<file path="src/rtl/irq_level_gate.sv">
module irq_level_gate #(
  parameter int NLVL    = 16,
  parameter int TTW     = 8,
  parameter int TT_BASE = 'h40
) (
  input  logic                     clk,
  input  logic                     rst_n,
  input  logic [NLVL-2:0]          irq_req,
  input  logic [$clog2(NLVL)-1:0]  pil,
  input  logic                     int_en,
  input  logic                     ack,
  output logic                     take,
  output logic [TTW-1:0]           trap_type
);
  localparam int LW = $clog2(NLVL);
  localparam logic [TTW-1:0] BASE = TTW'(TT_BASE);

  logic [LW-1:0] top_lvl;
  logic          elig;
  logic          busy;

  always_comb begin
    top_lvl = '0;
    for (int i = 1; i < NLVL; i++)
      if (irq_req[i-1]) top_lvl = LW'(i);
  end

  assign elig = int_en && (top_lvl > pil);

  always_ff @(posedge clk) begin
    if (!rst_n) begin
      busy      <= 1'b0;
      take      <= 1'b0;
      trap_type <= '0;
    end else begin
      take <= !busy && elig;
      if (!busy && elig) trap_type <= BASE + TTW'(top_lvl);
      if (busy && ack)        busy <= 1'b0;
      else if (!busy && elig) busy <= 1'b1;
    end
  end

  logic [TTW-1:0] acc_lvl;
  assign acc_lvl = trap_type - BASE;

  p_pulse_r5: assert property (@(posedge clk) disable iff (!rst_n)
    take |=> !take);
  p_range_r7: assert property (@(posedge clk) disable iff (!rst_n)
    take |-> (acc_lvl >= TTW'(1) && acc_lvl <= TTW'(NLVL-1)));
  p_above_pil_r3: assert property (@(posedge clk) disable iff (!rst_n)
    take |-> (acc_lvl > TTW'($past(pil))));
  p_enable_r4: assert property (@(posedge clk) disable iff (!rst_n)
    take |-> $past(int_en));
  p_highest_r2: assert property (@(posedge clk) disable iff (!rst_n)
    take |-> (($past(irq_req) >> acc_lvl) == '0));
  p_wait_ack_r6: assert property (@(posedge clk) disable iff (!rst_n)
    (busy && !ack) |=> !take);
  p_hold_tt_r7: assert property (@(posedge clk) disable iff (!rst_n)
    !take |-> $stable(trap_type));
endmodule

</file>
<file path="config.mk">
export PLATFORM = sky130hd
export DESIGN_NAME = irq_level_gate
export DESIGN_NICKNAME = d
export VERILOG_FILES = /design/src/rtl/irq_level_gate.sv
export SDC_FILE = /design/constraint.sdc
export NUM_CORES = 1
export LEC_CHECK = 0
export BUFFER_PORTS_ARGS = -buffer_cell sky130_fd_sc_hd__buf_4
export CAP_MARGIN = 20
export CORE_AREA = 2 2 39 41
export CTS_BUF_LIST = sky130_fd_sc_hd__clkbuf_8
export CTS_CLUSTER_SIZE = 8
export DETAILED_ROUTE_END_ITERATION = 7
export DIE_AREA = 0 0 41 43
export GPL_TIMING_DRIVEN = 0
export MAX_ROUTING_LAYER = met4
export PLACE_DENSITY = 0.72
export SYNTH_ARGS = -nofsm -noshare
export SYNTH_HDL_FRONTEND = slang
export SYNTH_SLANG_ARGS = --single-unit
</file>
<file path="constraint.sdc">
create_clock -name clk -period 5.6 [get_ports clk]
set_clock_uncertainty 0.1 [all_clocks]
set_input_delay 0.56 -clock clk [delete_from_list [all_inputs] [get_ports clk]]
set_output_delay 0.56 -clock clk [all_outputs]
set_load 0.03 [all_outputs]
</file>
-- After elaboration in Yosys (flattened, before gate mapping)
Index checks and enable logic that the tools add are counted.
- register bits: 10
- output and inout bits: 9
- add/subtract/negate cells: 1
- $lt $le $gt $ge: 1
- muxes and demuxes: 15
- bitwise logic cells: 1
- reductions and logical operators: 5
- operators by type and width (kind ; count):
    $mux W4 ; 14
    $add A7 B4 Y8 const A ; 1
    $gt A4 B4 Y1 ; 1
    $logic_and A1 B1 Y1 ; 3
    $reduce_or A2 Y1 ; 1
    $logic_not A1 Y1 ; 1
    $mux W1 ; 1
    $not A1 Y1 ; 1

-- Longest topological paths before layout
- depth after elaboration: 18
- mapped depth: 10
- gate-level depth less buffers: 10

-- Least setup slack after synthesis
Ideal clock, no wire load.
- path kind: input-to-reg
- start point: in irq_req[14]
- end point: reg trap_type[2]
- setup time: 91 ps
- arrival time: 2125 ps
- setup slack: 3284 ps
- stages: 8
- path buffers: 0
- cells stage by stage: nor4_1 > nand2_1 > ha_1 > nand4_1 > nand3b_1 > a21oi_4 > nor2_1 > a311oi_1
- word-level cells in the longest chain between the ends: 4
- RTL lines (item ; line ; text):
    start, declared ; 8 ; input logic [NLVL-2:0] irq_req,
    $mux W4 ; 25 ; if (irq_req[i-1]) top_lvl = LW'(i);
    net top_lvl[3] ; 18 ; logic [LW-1:0] top_lvl;
    $gt A4 B4 Y1 ; 28 ; assign elig = int_en && (top_lvl > pil);
    $logic_and A1 B1 Y1 ; 28 ;
    $logic_and A1 B1 Y1 ; 37 ; if (!busy && elig) trap_type <= BASE + TTW'(top_lvl);
    end signal, assigned ; 37 ;
    end, declared ; 13 ; output logic [TTW-1:0] trap_type
The timed path passes the listed nets, and every way through them passes these cells.
A chain may end at the register's enable or synchronous reset.

-- Final worst setup path
- start point: in irq_req[14]
- end point: reg trap_type[3]
- word-level cells in the longest chain between the ends: 4
- RTL lines (item ; line):
    $mux W4 * ; 25
    net top_lvl[3] ; 18
    branches (longest 3 deep; another with $add A7 B4 Y8) ; --
Mark *: on every way through the listed nets, which the timed path passes.

==> results.md <==
- Worst Path Arrival: between 2 and 3 ns
- WL final: between 1000 and 1500 µm
- Routed length per placed instance: just over 10 µm
- Max cap viols: 0
- Max clock buf depth: 2
- Most common cell after layout, fill and taps aside: buf_4
- Endpoints failing hold: 0
- Total track usage: about 15%
- Die Width: a little over 40 µm
- Leak pwr: 0.3828 nW
- Critical path required time: 5.63 ns
- Ys Warns: 0
- Total gr overflow: 0
- Busiest grt layer: met2
- Inserted Diodes: 0
- Met3 usage: under 10%
- Power per Cell Area: roughly 230 mW/mm²
- Largest net degree at the start of global routing: 11
- Layout cell share with drive strength beyond 1: between 30% and 40%
- DR pass1 iterations: 4
- TritonCTS Buffers: 3
- Fill cells: roughly 140
- Met2 GRT Util: 22.50%
- Routability Congestion: approximately 0.72
- DR iter-0 viols: 14
- Slew headroom: 58.47%
- Tcrit/Tclk final: about 44%
- Combinational fraction of design power: a little under a third
- Synthesized area: 503.0 µm²
- Antenna-violating nets left: 0
- Total number of vias: ~570
- Fin worst setup slack: roughly 3.1 ns
- FP Rows: 14
- Final setup fails: 0
- Register area share after synthesis: between 20% and 30%
- Status: completed
- Final setup TNS: 0 ns
- Synth Area per Inst: slightly below 8 µm²
- Die height: around 43 µm
- Met1 Use GR: between 15 and 20%
- Final Max Tran Viols: 0
- Port bufs: 28
- Switching power: around 0.053 mW
- CTS root buf: clkbuf_8
- TritonCTS clock tree: done
- Die area: approximately 0.0018 mm²
- Vias per std cell: between 4 and 5
- CTS resizes: 0
- Commonest non-fill, non-tap cells in the layout: buf_4 (31), nor2_1 (12), inv_1 (8)
- Area Overhead vs Synth: 56.22%
- Kind of end point of the critical path: flop
- Min-Delay Path Class: reg2reg
- Global-route wire length before repair: ~1700 µm
- Core area: ~0.0014 mm²
- Top Ports: 32
- Final Critical Period: 2.490 ns
- Critical path class: in2reg
- Post-CTS Hold Fix Bufs: 0
- RSZ-0062 raised after global routing: false
- Initial Util: between 30% and 40%
- Setup Buffers After CTS: 0
- Final Net Count: around 130
- Pre-CTS setup slack: slightly below 3 ns
- F_max: 0.4015 GHz
- Worst-Skew Late Latency: approximately 0.23 ns
- Initial antenna violation count: 0
- Switch share: a little under 30%
- Clock Sinks: 7
- Seq pwr share: 31.6%
- #FFs+latches synth: 7
- CTS clk-pin slew, worst paths: ~0.04 ns
- Yosys cell types: 25
- Cells after Synth: 65
- DP Wirelength: 961.8 µm
- Critical path fanouts, max: 10
- Internal: approximately 0.13 mW
- DRC viols: 0
- Clk network pwr share: between 30% and 40%
- H-tree levels: 1
- Startpoint types: input pin
- Peak supply drop: around 0.15 mV
- Tot Pwr: about 0.18 mW
- Worst-Margin Slew: between 0.6 and 0.7 ns
- Number of global-route vias before repair: just under 500
cell usage after synthesis:
cell type,n,area [µm²]
o41ai_1,1,8.760
nor2b_1,1,6.260
nand3b_1,1,7.510
nor3_1,2,10.01
o211ai_1,2,15.01
nor2_1,12,45.04
ha_1,4,50.05
o211ai_2,1,12.51
inv_1,7,26.28
nor2b_2,1,8.760
nor4_1,1,6.260
a21oi_4,1,16.27
conb_1,1,3.750
a311oi_1,2,17.52
mux2i_1,1,10.01
dfxtp_1,7,140.1
nor4_2,1,12.51
o21ai_0,3,15.01
a21oi_1,6,30.03
o31a_1,1,8.760
nand2b_1,1,6.260
nand2_1,3,11.26
nand4_1,1,6.260
and2_1,1,6.260
buf_4,3,22.52
layout make-up:
type | count | area [µm²] | area share (%)
Tap cell | 16 | 20.02 | 2.548
Buffer | 3 | 22.52 | 2.866
Clock buffer | 3 | 41.29 | 5.255
Multi-Input combinational cell | 50 | 321.6 | 40.92
Sequential cell | 7 | 140.1 | 17.83
Clock inverter | 1 | 3.754 | 0.4777
Timing Repair Buffer | 28 | 210.2 | 26.75
Inverter | 7 | 26.28 | 3.344
cell families after synthesis:
logic type	share of synthesized area [%]
adders and majority gates	9.951
muxes	1.990
DFF	27.86
and+or+nand+nor	25.13
buffers and inverters	9.702
other	0.7456
AOI/OAI and AO/OA	24.63
final timing paths:
| check | from | to | slack [ns] | depth (start not counted) |
|---|---|---|---|---|
| setup / recovery | irq_req[14] | trap_type[3]$_SDFFE_PN0P_ | 3.11 | 9 |
| setup reg to reg | busy$_SDFFE_PP0P_ | trap_type[3]$_SDFFE_PN0P_ | 4.34 | 4 |
| hold reg to reg | busy$_SDFFE_PP0P_ | busy$_SDFFE_PP0P_ | 0.39 | 2 |
| hold / removal | busy$_SDFFE_PP0P_ | busy$_SDFFE_PP0P_ | 0.39 | 2 |
stage by stage:
step / area, µm² / utilization, % / instances / hold WS (ns)
4_1_cts: 785.8 / 56.78 / 115 / 0.3804
6_report: 785.8 / 56.78 / 115 / 0.3853
3_3_place_gp: 740.7 / 53.53 / 111 / 0.3621
2_1_floorplan: 510.5 / - / 67 / 0.3474
5_1_grt: 785.8 / 56.78 / 115 / 0.4073
3_5_place_dp: 740.7 / 53.53 / 111 / 0.3683
power groups by stage:
stage | Sequential [mW] | Combinational [mW] | Clock, mW
floorplan | 0.0656 | 0.0230 | 0
global placement | 0.0577 | 0.0544 | 0
detailed placement | 0.0578 | 0.0552 | 0
CTS | 0.0571 | 0.0554 | 0.0713
global route | 0.0574 | 0.0605 | 0.0730
finish | 0.0571 | 0.0550 | 0.0684
state kept, by name, summed over array words and instances (netlist names):
register and count:
trap_type 5, busy 1, take 1
routing by layer:
metal,routed length (µm),vias up
met2,547,26
met5,0,-
met1,500,251
li1,-,292
met3,123,0
met4,0,0
critical path: stages:
cell and delay (ns):
buf_4 0.12, nor4_1 0.57, nand2_1 0.12, ha_1 0.35, nand4_1 0.11, nand3b_1 0.12
a21oi_4 0.25, nor2_1 0.07, a311oi_1 0.26
Note: power is estimated with default switching activity, not from simulation.
